===== config.mk =====
export PLATFORM = sky130hd
export DESIGN_NAME = quibin_digit_adder
export DESIGN_NICKNAME = d
export VERILOG_FILES = /design/src/rtl/quibin_pkg.sv /design/src/rtl/qb_encoder.sv /design/src/rtl/qb_bin_adder.sv /design/src/rtl/qb_qui_adder.sv /design/src/rtl/qb_decoder.sv /design/src/rtl/quibin_digit_adder.sv
export SDC_FILE = /design/constraint.sdc
export NUM_CORES = 1
export LEC_CHECK = 0
export BUFFER_PORTS_ARGS = -buffer_cell sky130_fd_sc_hd__buf_2
export CAP_MARGIN = 20
export CORE_ASPECT_RATIO = 0.8
export CORE_MARGIN = 2
export CORE_UTILIZATION = 30
export CTS_CLUSTER_SIZE = 20
export DETAILED_ROUTE_END_ITERATION = 6
export GPL_TIMING_DRIVEN = 0
export PLACE_DENSITY_LB_ADDON = 0.05
export SLEW_MARGIN = 0
export SYNTH_ARGS = -nofsm -noshare
export SYNTH_HDL_FRONTEND = slang
export SYNTH_HIERARCHICAL = 1
export SYNTH_SLANG_ARGS = --single-unit

===== constraint.sdc =====
create_clock -name clk -period 5.8 [get_ports clk]
set_input_delay 1.16 -clock clk [delete_from_list [all_inputs] [get_ports clk]]
set_output_delay 1.16 -clock clk [all_outputs]
set_load 0.02 [all_outputs]

===== src/rtl/quibin_pkg.sv =====
package quibin_pkg;
    localparam int BCD_W = 4;
    localparam int BIN_N = 2;
    localparam int QUI_N = 5;
    localparam int IDX_W = $clog2(QUI_N);
    localparam int TOT_W = IDX_W + 1;
    localparam int MAX_DIGIT = 2 * QUI_N - 1;

    // bin[0] = even wire, bin[1] = odd wire; qui[i] has weight 2*i
    typedef struct packed {
        logic [BIN_N-1:0] bin;
        logic [QUI_N-1:0] qui;
    } qb_code_t;

    typedef enum logic {
        ST_IDLE = 1'b0,
        ST_SHOW = 1'b1
    } flow_state_t;
endpackage


===== src/rtl/qb_encoder.sv =====
module qb_encoder
    import quibin_pkg::*;
(
    input  logic [BCD_W-1:0] bcd,
    input  logic             mirror,
    output qb_code_t         code
);
    logic             in_range;
    logic [IDX_W-1:0] half;
    logic [QUI_N-1:0] raw_qui;
    logic [BIN_N-1:0] raw_bin;

    assign in_range = (bcd <= BCD_W'(MAX_DIGIT));
    assign half     = bcd[BCD_W-1:1];
    assign raw_bin  = in_range ? {bcd[0], ~bcd[0]} : '0;

    genvar i;
    generate
        for (i = 0; i < QUI_N; i++) begin : g_qui
            assign raw_qui[i] = in_range && (half == IDX_W'(i));
            // nines-complement mirrors the weighted section
            assign code.qui[i] = mirror ? raw_qui[QUI_N-1-i] : raw_qui[i];
        end
    endgenerate

    // nines-complement also flips parity
    assign code.bin = mirror ? {raw_bin[0], raw_bin[1]} : raw_bin;
endmodule


===== src/rtl/qb_bin_adder.sv =====
module qb_bin_adder
    import quibin_pkg::*;
(
    input  logic [BIN_N-1:0] bin_a,
    input  logic [BIN_N-1:0] bin_b,
    input  logic             carry_in,
    output logic [BIN_N-1:0] bin_sum,
    output logic             carry_up
);
    logic [1:0] odd_total;

    always_comb begin
        odd_total = {1'b0, bin_a[1]} + {1'b0, bin_b[1]} + {1'b0, carry_in};
        bin_sum   = {odd_total[0], ~odd_total[0]};
        carry_up  = odd_total[1];
    end
endmodule


===== src/rtl/qb_qui_adder.sv =====
module qb_qui_adder
    import quibin_pkg::*;
(
    input  logic [QUI_N-1:0] qui_a,
    input  logic [QUI_N-1:0] qui_b,
    input  logic             carry_lo,
    output logic [QUI_N-1:0] qui_sum,
    output logic             carry_out
);
    logic [IDX_W-1:0] idx_a;
    logic [IDX_W-1:0] idx_b;
    logic [TOT_W-1:0] total;
    logic [TOT_W-1:0] wrapped;

    always_comb begin
        idx_a = '0;
        idx_b = '0;
        for (int k = 0; k < QUI_N; k++) begin
            if (qui_a[k]) idx_a = idx_a | IDX_W'(k);
            if (qui_b[k]) idx_b = idx_b | IDX_W'(k);
        end
        total = {1'b0, idx_a} + {1'b0, idx_b} + TOT_W'(carry_lo);
        if (total >= TOT_W'(QUI_N)) begin
            wrapped   = total - TOT_W'(QUI_N);
            carry_out = 1'b1;
        end else begin
            wrapped   = total;
            carry_out = 1'b0;
        end
    end

    genvar i;
    generate
        for (i = 0; i < QUI_N; i++) begin : g_onehot
            assign qui_sum[i] = (wrapped == TOT_W'(i));
        end
    endgenerate
endmodule


===== src/rtl/qb_decoder.sv =====
module qb_decoder
    import quibin_pkg::*;
(
    input  qb_code_t         code_a,
    input  qb_code_t         code_b,
    input  qb_code_t         code_s,
    input  logic             carry_raw,
    output logic [BCD_W-1:0] digit,
    output logic             carry,
    output logic             bad
);
    logic [IDX_W-1:0] idx_s;
    logic             bad_a;
    logic             bad_b;
    logic             bad_s;

    always_comb begin
        bad_a = ($countones(code_a.bin) != 1) || ($countones(code_a.qui) != 1);
        bad_b = ($countones(code_b.bin) != 1) || ($countones(code_b.qui) != 1);
        bad_s = ($countones(code_s.bin) != 1) || ($countones(code_s.qui) != 1);
        bad   = bad_a || bad_b || bad_s;
        idx_s = '0;
        for (int k = 0; k < QUI_N; k++) begin
            if (code_s.qui[k]) idx_s = idx_s | IDX_W'(k);
        end
        digit = bad ? '0 : {idx_s, code_s.bin[1]};
        carry = bad ? 1'b0 : carry_raw;
    end
endmodule


===== src/rtl/quibin_digit_adder.sv =====
module quibin_digit_adder
    import quibin_pkg::*;
(
    input  logic             clk,
    input  logic             rst_n,
    input  logic             in_valid,
    input  logic [BCD_W-1:0] digit_a,
    input  logic [BCD_W-1:0] digit_b,
    input  logic             comp_b,
    input  logic             carry_in,
    output logic [BCD_W-1:0] sum_digit,
    output logic             carry_out,
    output logic             code_err,
    output logic             out_valid
);
    qb_code_t         code_a;
    qb_code_t         code_b;
    qb_code_t         code_s;
    logic             carry_mid;
    logic             carry_hi;
    logic [BCD_W-1:0] dec_digit;
    logic             dec_carry;
    logic             dec_bad;
    flow_state_t      state_q;
    flow_state_t      state_d;

    qb_encoder enc_a_i (
        .bcd    (digit_a),
        .mirror (1'b0),
        .code   (code_a)
    );

    qb_encoder enc_b_i (
        .bcd    (digit_b),
        .mirror (comp_b),
        .code   (code_b)
    );

    qb_bin_adder bin_add_i (
        .bin_a    (code_a.bin),
        .bin_b    (code_b.bin),
        .carry_in (carry_in),
        .bin_sum  (code_s.bin),
        .carry_up (carry_mid)
    );

    qb_qui_adder qui_add_i (
        .qui_a     (code_a.qui),
        .qui_b     (code_b.qui),
        .carry_lo  (carry_mid),
        .qui_sum   (code_s.qui),
        .carry_out (carry_hi)
    );

    qb_decoder dec_i (
        .code_a    (code_a),
        .code_b    (code_b),
        .code_s    (code_s),
        .carry_raw (carry_hi),
        .digit     (dec_digit),
        .carry     (dec_carry),
        .bad       (dec_bad)
    );

    // state register
    always_ff @(posedge clk) begin
        if (!rst_n) state_q <= ST_IDLE;
        else        state_q <= state_d;
    end

    // next-state logic
    always_comb begin
        state_d = state_q;
        unique case (state_q)
            ST_IDLE: if (in_valid)  state_d = ST_SHOW;
            ST_SHOW: if (!in_valid) state_d = ST_IDLE;
            default: state_d = ST_IDLE;
        endcase
    end

    // output register
    always_ff @(posedge clk) begin
        if (!rst_n) begin
            sum_digit <= '0;
            carry_out <= 1'b0;
            code_err  <= 1'b0;
        end else if (in_valid) begin
            sum_digit <= dec_digit;
            carry_out <= dec_carry;
            code_err  <= dec_bad;
        end
    end

    assign out_valid = (state_q == ST_SHOW);
endmodule


== Word-level counts from Yosys, hierarchy flattened ==
Index checks and enable logic that the tools add are counted.

* Output and inout port bits: 7
* Bits in registers: 7
* Latch bits: 0
* Memories kept: 0
* Word-level logic and storage cells: 90
* Memory bits (read-only): 0
* Input bits: 13
* Memory bits (writable): 0

* Shifts and indexed selects: 0
* Eq/ne operators: 18
* Reductions and logical operators: 18
* Bitwise operators: 3
* Magnitude comparators: 3
* Div/mod/pow operators: 0
* Add/sub/neg operators: 20
* Multiply operators: 0
* Muxes and demuxes: 24

{| class="wikitable"
|+ Operator list
! kind !! number
|-
| $ne A32 B2 Y1 const B || 6
|-
| $add A32 B1 Y32 || 3
|-
| $add A32 B32 Y32 || 3
|-
| $add A1 B1 Y2 || 10
|-
| $mux W2 || 9
|-
| $eq A3 B2 Y1 const B || 4
|-
| $logic_and A1 B1 Y1 || 10
|-
| $mux W1 || 10
|-
| $mux W3 || 3
|-
| $eq A4 B2 Y1 const B || 2
|-
| $le A4 B4 Y1 const B || 2
|-
| $mux W4 || 2
|-
| $eq A3 B1 Y1 const B || 2
|-
| $eq A3 B3 Y1 const B || 2
|-
| $logic_not A3 Y1 || 2
|-
| $logic_or A1 B1 Y1 || 5
|-
| $add A3 B3 Y4 || 1
|-
| $add A4 B1 Y4 || 1
|-
| $eq A4 B1 Y1 const B || 1
|-
| $eq A4 B3 Y1 const B || 1
|-
| $ge A4 B3 Y1 const B || 1
|-
| $logic_not A4 Y1 || 1
|-
| $sub A4 B3 Y4 const B || 1
|-
| $not A1 Y1 || 3
|-
| $add A2 B1 Y2 || 1
|}

== Depth between registers and ports, before layout ==
Gate-level depths: netlist of run 1.

* Depth after elaboration: 19
* Gate-level depth with buffers: 21
* Gate-level depth less buffers: 21

== By module ==
The synthesis of run 1 kept the hierarchy.

{| class="wikitable"
|+ By module, submodules not included
! module !! cells each !! sequential area each (µm²) !! instances !! area each (µm²)
|-
| qb_qui_adder || 52 || 0.0 || 1 || 445.4
|-
| qb_decoder || 45 || 0.0 || 1 || 350.3
|-
| quibin_digit_adder || 22 || 140.1 || 1 || 260.2
|-
| qb_encoder || 11 || 0.0 || 2 || 80.1
|-
| qb_bin_adder || 2 || 0.0 || 1 || 23.8
|}

== Least setup slack after synthesis of run 1 ==
Ideal clock, no wire load.

* Path kind: input to register
* Start point: input digit_a[0]
* End point: register code_err
* Stages on the path: 21
* Arrival time: 6.202 ns
* Slack: -0.518 ns
* Path buffers: 0
* Data required time: 5.684 ns
* Setup time: 0.116 ns
* Cell sequence: xor2_1 a21boi_1 fa_1 fa_1 inv_1 fa_1 ha_1 nand2b_1 a221oi_4 mux2_2 a2111oi_2 inv_1 fa_1 fa_1 inv_1 ha_1 nor4b_2 nand3_2 or2_1 mux2i_1 nor2b_1

{| class="wikitable"
|+ RTL lines
! what !! RTL line !! source
|-
| start: declaration || quibin_digit_adder.sv:7 || <nowiki>input logic [BCD_W-1:0] digit_a,</nowiki>
|-
| end signal: assignment || quibin_digit_adder.sv:86 || <nowiki>code_err <= 1'b0;</nowiki>
|-
| end signal: assignment || quibin_digit_adder.sv:90 || <nowiki>code_err <= dec_bad;</nowiki>
|-
| end: declaration || quibin_digit_adder.sv:13 || <nowiki>output logic code_err,</nowiki>
|}

==> results of run 1 <==
==> per-stage QoR <==
| stage | hold WS [ns] | std cells |
|---|---|---|
| after floorplan | 0.589 | 145 |
| after global placement | 0.495 | 218 |
| after detailed placement | 0.502 | 218 |
| after CTS | 0.513 | 226 |
| after global routing | 0.552 | 233 |
| final | 0.507 | 233 |
==> cells by family after synthesis <==
| family | count (synthesis) | synth area share (%) |
|---|---|---|
| buf+inv | 30 | 10.6 |
| compound gates | 18 | 14.1 |
| xor+xnor | 12 | 9.08 |
| mux | 10 | 8.27 |
| simple gates | 48 | 23.7 |
| fa+ha+maj | 17 | 22.6 |
| other cells | 1 | 0.302 |
| flops | 7 | 11.3 |
==> cell type report <==
type / instances / area (µm²)
Buffer: 3 / 30.0
Clock buffer: 4 / 45.0
Fill cell: 395 / 2200
Inverter: 27 / 101
Multi-Input combinational cell: 108 / 1120
Sequential cell: 7 / 140
Tap cell: 55 / 68.8
Timing Repair Buffer: 29 / 179
==> routing by layer <==
metal / track usage, % / share of wire [%] / up-vias
met5: 0 / 0 / -
met4: 0.752 / 0 / 0
met3: 1.64 / 2.9 / 0
met2: 20.6 / 47 / 15
met1: 16.8 / 50 / 466
li1: - / - / 539
==> where the power goes <==
group	total, mW	leakage [nW]	internal [mW]	switching [mW]
Clock	0.0671	0.0228	0.0474	0.0197
Sequential	0.0499	0.0570	0.0494	0.000430
Combinational	0.294	0.679	0.143	0.151
Total	0.411	0.758	0.240	0.171
==> synth_stat cells (all sizes together) <==
master	n	area, µm²
dfxtp	7	140
a2111oi	2	30.0
o21ai	1	5.00
and2	2	13.8
nor3	6	30.0
a21oi	4	23.8
nand3	6	35.0
xor2	7	61.3
nor2b	8	50.1
nand2	2	7.51
xnor2	5	51.3
mux2i	8	80.1
ha	8	100
nor4b	1	15.0
nand3b	1	7.51
a221oi	1	26.3
a21o	1	7.51
o311ai	1	16.3
conb	1	3.75
or2	7	43.8
nor2	6	22.5
mux2	2	22.5
a211oi	3	22.5
nand2b	3	18.8
o221ai	1	8.76
o41ai	1	8.76
buf	3	30.0
inv	27	101
nor3b	4	30.0
fa	9	180
and3b	2	20.0
a21boi	3	26.3
==> flip-flops by register name, summed over array words and instances (netlist names) <==
register   cells
carry_out      1
out_valid      1
code_err       1
sum_digit      4
==> worst max-delay path, cell delays in order <==
cell and delay [ns]:
buf_6 0.09, xor2_2 0.17, a21boi_4 0.15, fa_2 0.39, fa_2 0.37, inv_2 0.07, fa_2 0.50, ha_4 0.20
nand2b_4 0.14, a221oi_4 0.29, mux2_4 0.34, a2111oi_4 0.20, inv_1 0.10, fa_1 0.49, fa_2 0.35, inv_2 0.07
ha_4 0.20, nor4b_4 0.23, nand3_2 0.17, or2_1 0.24, mux2i_1 0.14, nor2b_1 0.06
==> path summary, 6_finish.rpt <==
check | endpoint | slack, ns | cells past startpoint
setup / recovery | code_err$_SDFFE_PN0P_ | -0.22 | 22
hold / removal | sum_digit[0]$_SDFFE_PN0P_ | 0.51 | 2
setup reg to reg | carry_out$_SDFFE_PN0P_ | 5.20 | 2
hold reg to reg | sum_digit[0]$_SDFFE_PN0P_ | 0.51 | 2
==> repair_timing <==
| action | CTS | global route |
|---|---|---|
| pin swaps | 5 | 5 |
| hold endpoints to repair | 0 | 0 |
| setup endpoints to repair | 6 | 6 |
| buffers inserted | 4 | 7 |
| gates resized for setup | 9 | 5 |
==> run_results.csv, run 1 <==
group,metric,value,unit
grt,grt_usage,12.0,%
setup_path,r2r-start,"carry_out$_SDFFE_PN0P_",
finish,layout_commonest_cell,"inv_1",
route,dr.pass1.iters,4,
setup_path,cp-start-kind,"input port",
cts,cts_buffers,3,
min_path,hold_class,"reg2reg",
cts,cts_root_buf,"clkbuf_8",
placed_design,dp_hpwl,2120,µm
route,wl_per_cell,11.2,µm
placed_design,place_ws,-0.734,ns
timing,tns,-1.06,ns
synth,yosysSeqAreaShare,11.3,%
placed_design,globalplace.congestion,0.768,
outcome,violations,"setup timing",
route,drt_iter0_markers,29,
timing,fin_skew,0,ns
cts,clockBufferDepth,2,
floorplan,fp-row-count,20,
grt,grt-ovfl-total,0,
finish,stdcell_area,0.00168,mm²
floorplan,die_area,0.00467,mm²
floorplan,start_util,32.0,%
min_path,hp-start,"sum_digit[0]$_SDFFE_PN0P_",
setup_path,endpoint_kind,"register",
setup_path,cp.required,5.91,ns
finish,final_cell_mix,"25 x inv_1, 17 x buf_2, 12 x buf_4, 8 x mux2i_1, 8 x nor2b_1",
floorplan,chipHeight,61.5,µm
cts,path_clk_slew,0.04,ns
pwr,fin_total_pwr,411,µW
finish,drive_gt1_share,39.9,%
floorplan,fp.dieW,75.9,µm
timing,min_period,6.02,ns
timing,period_share,104,%
synth,syn_area,0.00124,mm²
synth,ys_warn_count,6,
synth,syn_area_per_cell,8.67,µm²
placed_design,portBuffers,18,
finish,num_antenna_cells,0,
finish,final_util,43.4,%
grt,grt_pass1_wl,4290,µm
cts,htreeDepth,1,
setup_path,critical_path_class,"in2reg",
outcome,status,"complete, but fails checks",
setup_path,crit_arrival,6.13,ns
floorplan,ios,20,
route,antenna_left,0,
route,drt_wl_total,2620,µm
flow_run,max-cap-violations,0,
grt,grt_pass1_vias,989,
synth,synth_cells,143,
synth,yosysUniqueCellTypes,40,
pwr,power_density,244,mW/mm²
timing,finalSetupViolations,6,
setup_path,critPathMaxFanout,7,
timing,finalHoldViolations,0,
route,num_vias,1020,
setup_path,critPathLaunch,"digit_a[0]",
route,drc,0,
floorplan,coreArea,0.00388,mm²
timing,slew_violations,0,
finish,area_delta_synth_final,35.7,%
route,viasPerCell,4.38,
synth,ys_ff_latch,7,
cts,insertion_delay,0.22,ns
cts,cts.sinks,7,
pwr,leakage,0.758,nW
grt,grt_max_degree,10,
timing,rsz0062_at_grt,"yes",
cts,cts_tree,"done",
finish,fin_nets,209,
grt,antenna_found_initial,0,
cts,cts_hold_buf,0,
pwr,irDropWorstVdd,128,µV
timing,setup_slack,-0.217,ns
placed_design,dpl_cell_area,0.00147,mm²
timing,fmax,166,MHz
Power figures use the tool's default switching activity.
==> run 2: changes to the inputs <==
--- a/config.mk
+++ b/config.mk
@@ -10,6 +10,7 @@
 export CORE_ASPECT_RATIO = 0.8
 export CORE_MARGIN = 2
 export CORE_UTILIZATION = 30
+export CTS_BUF_LIST = sky130_fd_sc_hd__clkbuf_4 sky130_fd_sc_hd__clkbuf_8
 export CTS_CLUSTER_SIZE = 20
 export DETAILED_ROUTE_END_ITERATION = 6
 export GPL_TIMING_DRIVEN = 0
==> run 2 against run 1 <==
  * The run still ends with setup timing left
  * Critical endpoint unchanged
  * Fmax is the same
  * Highest routed layer unchanged
  * First-iteration DRC count is the same
  * Global-route usage is the same
==> run_results.csv, run 2 (synthesized netlist as in run 1, its figures left out) <==
group,metric,value,unit
placed_design,dp_hpwl,2120,µm
finish,largest_reg_flops,4,
grt,grt_max_degree,10,
finish,num_antenna_cells,0,
pwr,power_density,246,mW/mm²
setup_path,cp_num_buf_inv,4,
floorplan,coreArea,0.00388,mm²
timing,rsz0062_at_grt,"yes",
outcome,status,"complete, but fails checks",
route,wl_per_cell,11.2,µm
setup_path,crit_arrival,6.13,ns
finish,regMostFlops,"sum_digit",
timing,hold_ws,0.507,ns
route,antenna_left,0,
grt,grt_pass1_vias,989,
finish,fill_cells,393,
finish,stdcell_area,0.00169,mm²
setup_path,critPathMaxFanout,7,
outcome,violations,"setup timing",
grt,antenna_found_initial,0,
finish,fin_nets,209,
min_path,hold_class,"reg2reg",
route,drt_iter0_markers,29,
timing,min_period,6.02,ns
finish,layout.cells.non_filler,233,
cts,cts_root_buf,"clkbuf_8",
cts,cts_tree,"done",
finish,layout_commonest_cell,"inv_1",
pwr,leakage,0.762,nW
cts,path_clk_slew,0.04,ns
placed_design,dp_cells,218,
timing,tns,-1.05,ns
finish,drive_gt1_share,40.4,%
timing,fin_skew,0,ns
placed_design,globalplace.congestion,0.768,
timing,period_share,104,%
floorplan,start_util,32.0,%
grt,grt-ovfl-total,0,
placed_design,place_ws,-0.734,ns
grt,grt_pass1_wl,4290,µm
cts,cts_hold_buf,0,
placed_design,dpl_cell_area,0.00147,mm²
floorplan,die_area,0.00467,mm²
pwr,fin_total_pwr,416,µW
timing,slew_violations,0,
setup_path,cp.required,5.91,ns
finish,final_util,43.5,%
setup_path,endpoint_kind,"register",
cts,cts.sinks,7,
finish,final_cell_mix,"25 x inv_1, 17 x buf_2, 12 x buf_4, 8 x mux2i_1, 8 x nor2b_1",
timing,setup_slack,-0.217,ns
cts,cts_buffers,3,
route,viasPerCell,4.38,
floorplan,ios,20,
placed_design,portBuffers,18,
route,dr.pass1.iters,4,
timing,finalSetupViolations,6,
flow_run,max-cap-violations,0,
route,num_vias,1020,
floorplan,chipHeight,61.5,µm
setup_path,critical_path_class,"in2reg",
setup_path,slowest_stage,"fa_2",
setup_path,cp-start-kind,"input port",
cts,insertion_delay,0.22,ns
setup_path,crit_chain,"buf_6 -> xor2_2 -> a21boi_4 -> fa_2 -> fa_2 -> inv_2 -> fa_2 -> ha_4 -> nand2b_4 -> a221oi_4 -> mux2_4 -> a2111oi_4 -> inv_1 -> fa_1 -> fa_2 -> inv_2 -> ha_4 -> nor4b_4 -> nand3_2 -> or2_1 -> mux2i_1 -> nor2b_1",
route,drt_wl_total,2620,µm
setup_path,crit_top_cell,"fa_2",
floorplan,fp-row-count,20,
timing,finalHoldViolations,0,
route,drc,0,
cts,clockBufferDepth,2,
floorplan,fp.dieW,75.9,µm
setup_path,cp_top_family,"adder cells",
setup_path,cpPeakStageDelay,0.50,ns
grt,grt_usage,12.0,%
finish,area_delta_synth_final,36.0,%
cts,htreeDepth,1,
pwr,irDropWorstVdd,128,µV
timing,fmax,166,MHz
run 2: cell counts in the layout (fill, tap and decap cells not counted):
No cell type changed its count.
run 2: repair_timing:
action	CTS	global route
buffers inserted	4	7
setup endpoints to repair	6	6
pin swaps	5	5
resized for setup	9	5
run 2: per-layer routing:
layer | global-route usage (%) | part of all wire, %
met3 | 1.64 | 2.9
met5 | 0 | 0
met2 | 20.6 | 47
met1 | 16.8 | 50
met4 | 0.752 | 0
run 2: layout make-up:
type | instances | area [µm²] | area share, %
Multi-Input combinational cell | 108 | 1120 | 66.3
Timing Repair Buffer | 29 | 179 | 10.6
Sequential cell | 7 | 140 | 8.31
Inverter | 27 | 101 | 6.01
Tap cell | 55 | 68.8 | 4.08
Clock buffer | 4 | 48.8 | 2.89
Buffer | 3 | 30.0 | 1.78
run 2: path summary, 6_finish.rpt:
check                       startpoint                   endpoint  slack [ns]  depth (start not counted)
max                         digit_a[0]      code_err$_SDFFE_PN0P_       -0.22                         22
min          sum_digit[0]$_SDFFE_PN0P_  sum_digit[0]$_SDFFE_PN0P_        0.51                          2
max reg2reg     carry_out$_SDFFE_PN0P_     carry_out$_SDFFE_PN0P_        5.20                          2
min reg2reg  sum_digit[0]$_SDFFE_PN0P_  sum_digit[0]$_SDFFE_PN0P_        0.51                          2
run 2: worst reg2reg max path, cell delays in order, from the launching register on:
cell	delay (ns)
dfxtp_1	0.30
mux2i_1	0.13
nor2b_1	0.06
run 2: power breakdown:
part / total (mW) / internal [mW] / leakage (nW) / switching, mW
logic: 0.294 / 0.143 / 0.679 / 0.151
clock network: 0.0717 / 0.0521 / 0.0262 / 0.0197
registers: 0.0499 / 0.0494 / 0.0570 / 0.000429
==> run 3: changes to the inputs <==
--- a/config.mk
+++ b/config.mk
@@ -18,5 +18,4 @@
 export SLEW_MARGIN = 0
 export SYNTH_ARGS = -nofsm -noshare
 export SYNTH_HDL_FRONTEND = slang
-export SYNTH_HIERARCHICAL = 1
 export SYNTH_SLANG_ARGS = --single-unit
==> run 3 against run 2 <==
  * Critical endpoint is now sum_digit[1]$_SDFFE_PN0P_
  * Register-to-register slack got worse by 0.18 ns
  * Combinational power fell by 46%
  * Critical path depth down 2
  * Largest power group unchanged
  * The flow now finishes without violations
  * Die area decreased by 12%
  * Flip-flop and latch count unchanged
  * Fmax rose by 8.0%
  * Via count is 11% lower
  * Power decreased by 33%
  * Non-clock buffer count fell by 10
==> run_results.csv, run 3 <==
group,metric,value,unit
min_path,hold_end,"sum_digit[2]$_SDFFE_PN0P_",
placed_design,portBuffers,19,
setup_path,rr_endpoint,"sum_digit[1]$_SDFFE_PN0P_",
synth,yosysUniqueCellTypes,35,
cts,path_clk_slew,0.04,ns
pwr,fin_total_pwr,280,µW
setup_path,crit_arrival,5.73,ns
route,drc,0,
finish,fill_cells,349,
floorplan,fp-row-count,19,
synth,synth_flop_cell,"dfxtp_1",
setup_path,ff2ff_path_depth,2,
route,drt_iter0_markers,37,
route,dr.pass1.iters,4,
route,wl_per_cell,10.3,µm
floorplan,fp.dieW,71.1,µm
timing,tns,0,ns
floorplan,die_area,0.00410,mm²
cts,cts_root_buf,"clkbuf_8",
grt,grt_usage,10.3,%
synth,post-synth-top-count-cell,"inv_1",
setup_path,critPathMaxFanout,8,
route,drt_wl_total,2050,µm
setup_path,ff2ff_setup_slack,5.02,ns
timing,min_period,5.57,ns
synth,yosys-top-cells-area,"fa_1 17%, ha_1 15%, dfxtp_1 13%",
synth,synth_top_area_share,16.7,%
timing,finalHoldViolations,0,
grt,grt_pass1_vias,798,
grt,antenna_found_initial,0,
placed_design,dp_hpwl,1760,µm
finish,final_util,39.6,%
timing,hold_ws,0.462,ns
flow_run,max-cap-violations,0,
synth,yosys.area.top_type,"fa_1",
floorplan,ios,20,
synth,syn_area_per_cell,8.25,µm²
cts,cts_buffers,3,
pwr,irDropWorstVdd,94.7,µV
cts,htreeDepth,1,
synth,yosysSeqAreaShare,13.0,%
synth,ys_ff_latch,7,
setup_path,critical_path_class,"in2reg",
cts,clockBufferDepth,2,
timing,relSlewSlack,59.0,%
grt,grt_max_degree,9,
pwr,leakage,0.602,nW
finish,area_delta_synth_final,26.4,%
synth,ys_top_cells_by_count,"23 x inv_1, 13 x ha_1, 13 x nor2_1",
finish,largest_reg_flops,4,
setup_path,endpoint_kind,"register",
setup_path,cp.required,5.96,ns
placed_design,globalplace.congestion,0.764,
timing,setup_slack,0.229,ns
timing,rsz0062_at_grt,"yes",
grt,grt_pass1_wl,3410,µm
route,antenna_left,0,
finish,final_cell_mix,"22 x inv_1, 19 x buf_2, 11 x ha_1, 9 x nor2_1",
synth,ys_warn_count,0,
finish,num_antenna_cells,0,
cts,insertion_delay,0.22,ns
timing,period_share,96.1,%
setup_path,cp-start-kind,"input port",
synth,synth_nets,166,
timing,slew_violations,0,
cts,cts_tree,"done",
timing,fin_skew,0,ns
floorplan,start_util,31.4,%
synth,synth-async-reset-ratio,0,%
route,num_vias,906,
finish,regMostFlops,"sum_digit",
min_path,hp-start,"sum_digit[2]$_SDFFE_PN0P_",
placed_design,place_ws,-0.479,ns
cts,cts.sinks,7,
grt,grt-ovfl-total,0,
setup_path,r2r-start,"sum_digit[1]$_SDFFE_PN0P_",
route,viasPerCell,4.55,
timing,fmax,179,MHz
finish,fin_nets,193,
min_path,hold_class,"reg2reg",
timing,tightest_slew,0.608,ns
cts,cts_hold_buf,0,
finish,layout_commonest_cell,"inv_1",
timing,finalSetupViolations,0,
outcome,status,"completed",
synth,synth_cells,131,
synth,synth-edff-count,0,
floorplan,chipHeight,57.7,µm
synth,syn_area,0.00108,mm²
pwr,power_density,205,mW/mm²
floorplan,coreArea,0.00345,mm²
min_path,hold_depth,2,
finish,drive_gt1_share,31.2,%
==> run 3: cell count changes after synthesis, moves of 4 or more <==
| cell | change |
|---|---|
| xor2_1 | -4 |
| o21ai_0 | +4 |
| nor3b_1 | -4 |
| nand3_1 | -4 |
| mux2i_1 | -5 |
| nand2b_1 | +4 |
| inv_1 | -4 |
| nor2_1 | +7 |
| ha_1 | +5 |
==> run 3: critical path, cell delays in order <==
cell	delay [ns]
buf_2	0.12
nor2_2	0.10
and2b_2	0.24
nor2_4	0.09
fa_2	0.20
inv_2	0.04
fa_2	0.37
fa_2	0.54
ha_4	0.22
or3_1	0.34
mux4_2	0.54
nor2_4	0.15
ha_4	0.20
fa_1	0.40
inv_1	0.07
fa_1	0.15
nand4b_1	0.14
nor4_4	0.40
nand2b_1	0.11
a21boi_1	0.12
==> run 3: metrics by stage <==
stage,instance area (µm²),cells
after floorplan,1080,131
after global placement,1230,192
after detailed placement,1230,192
after CTS,1290,197
after global routing,1370,199
final,1370,199
==> run 3: worst max path at each step <==
stage,from,end,slack [ns],cells after the start
3_3_place_gp,digit_b[1],sum_digit[1]$_SDFFE_PN0P_,-0.45,21
2_1_floorplan,digit_b[1],sum_digit[3]$_SDFFE_PN0P_,0.19,18
5_1_grt,digit_b[1],sum_digit[2]$_SDFFE_PN0P_,-0.06,21
4_1_cts,digit_b[1],sum_digit[3]$_SDFFE_PN0P_,0.02,20
3_5_place_dp,digit_b[1],sum_digit[2]$_SDFFE_PN0P_,-0.48,21
6_report,digit_b[1],sum_digit[1]$_SDFFE_PN0P_,0.23,20
==> run 3: metal layers <==
layer  wire length [µm]  vias up  global-route usage [%]
li1                   -      481                       -
met2                922       15                    16.6
met3                 60        0                    2.61
met1               1070      410                    14.5
met5                  0        -                       0
met4                  0        0                    1.62
==> run 3: logic make-up (layout without fill, tap and decap cells) <==
kind of cell | count (synthesis) | after routing | synth area share [%]
AO/OA/AOI/OAI | 16 | 16 | 9.72
XOR/XNOR | 5 | 5 | 4.05
AND/OR/NAND/NOR | 53 | 53 | 28.4
buffers and inverters | 24 | 50 | 8.33
flip-flops | 7 | 7 | 13.0
multiplexers | 4 | 4 | 4.86
adder cells (fa/ha/maj) | 22 | 22 | 31.7
==> run 3: repair_timing <==
action / in CTS / in global routing
gates resized for setup: 4 / 16
endpoints found under the setup margin: 6 / 6
pin swaps: 1 / 9
cloned: 0 / 0
buffers inserted: 1 / 4
==> run 3: layout make-up <==
class / instances / area, µm² / share of cell area [%]
Clock buffer: 4 / 48.8 / 3.57
Tap cell: 42 / 52.6 / 3.85
Timing Repair Buffer: 22 / 118 / 8.61
Multi-Input combinational cell: 100 / 917 / 67.1
Inverter: 24 / 90.1 / 6.59
Sequential cell: 7 / 140 / 10.3
==> run 3: report_power, final <==
| part | total, mW | internal [mW] | switching [mW] |
|---|---|---|---|
| combinational | 0.159 | 0.0712 | 0.0880 |
| clock | 0.0708 | 0.0520 | 0.0188 |
| sequential | 0.0502 | 0.0498 | 0.000466 |
| total | 0.280 | 0.173 | 0.107 |
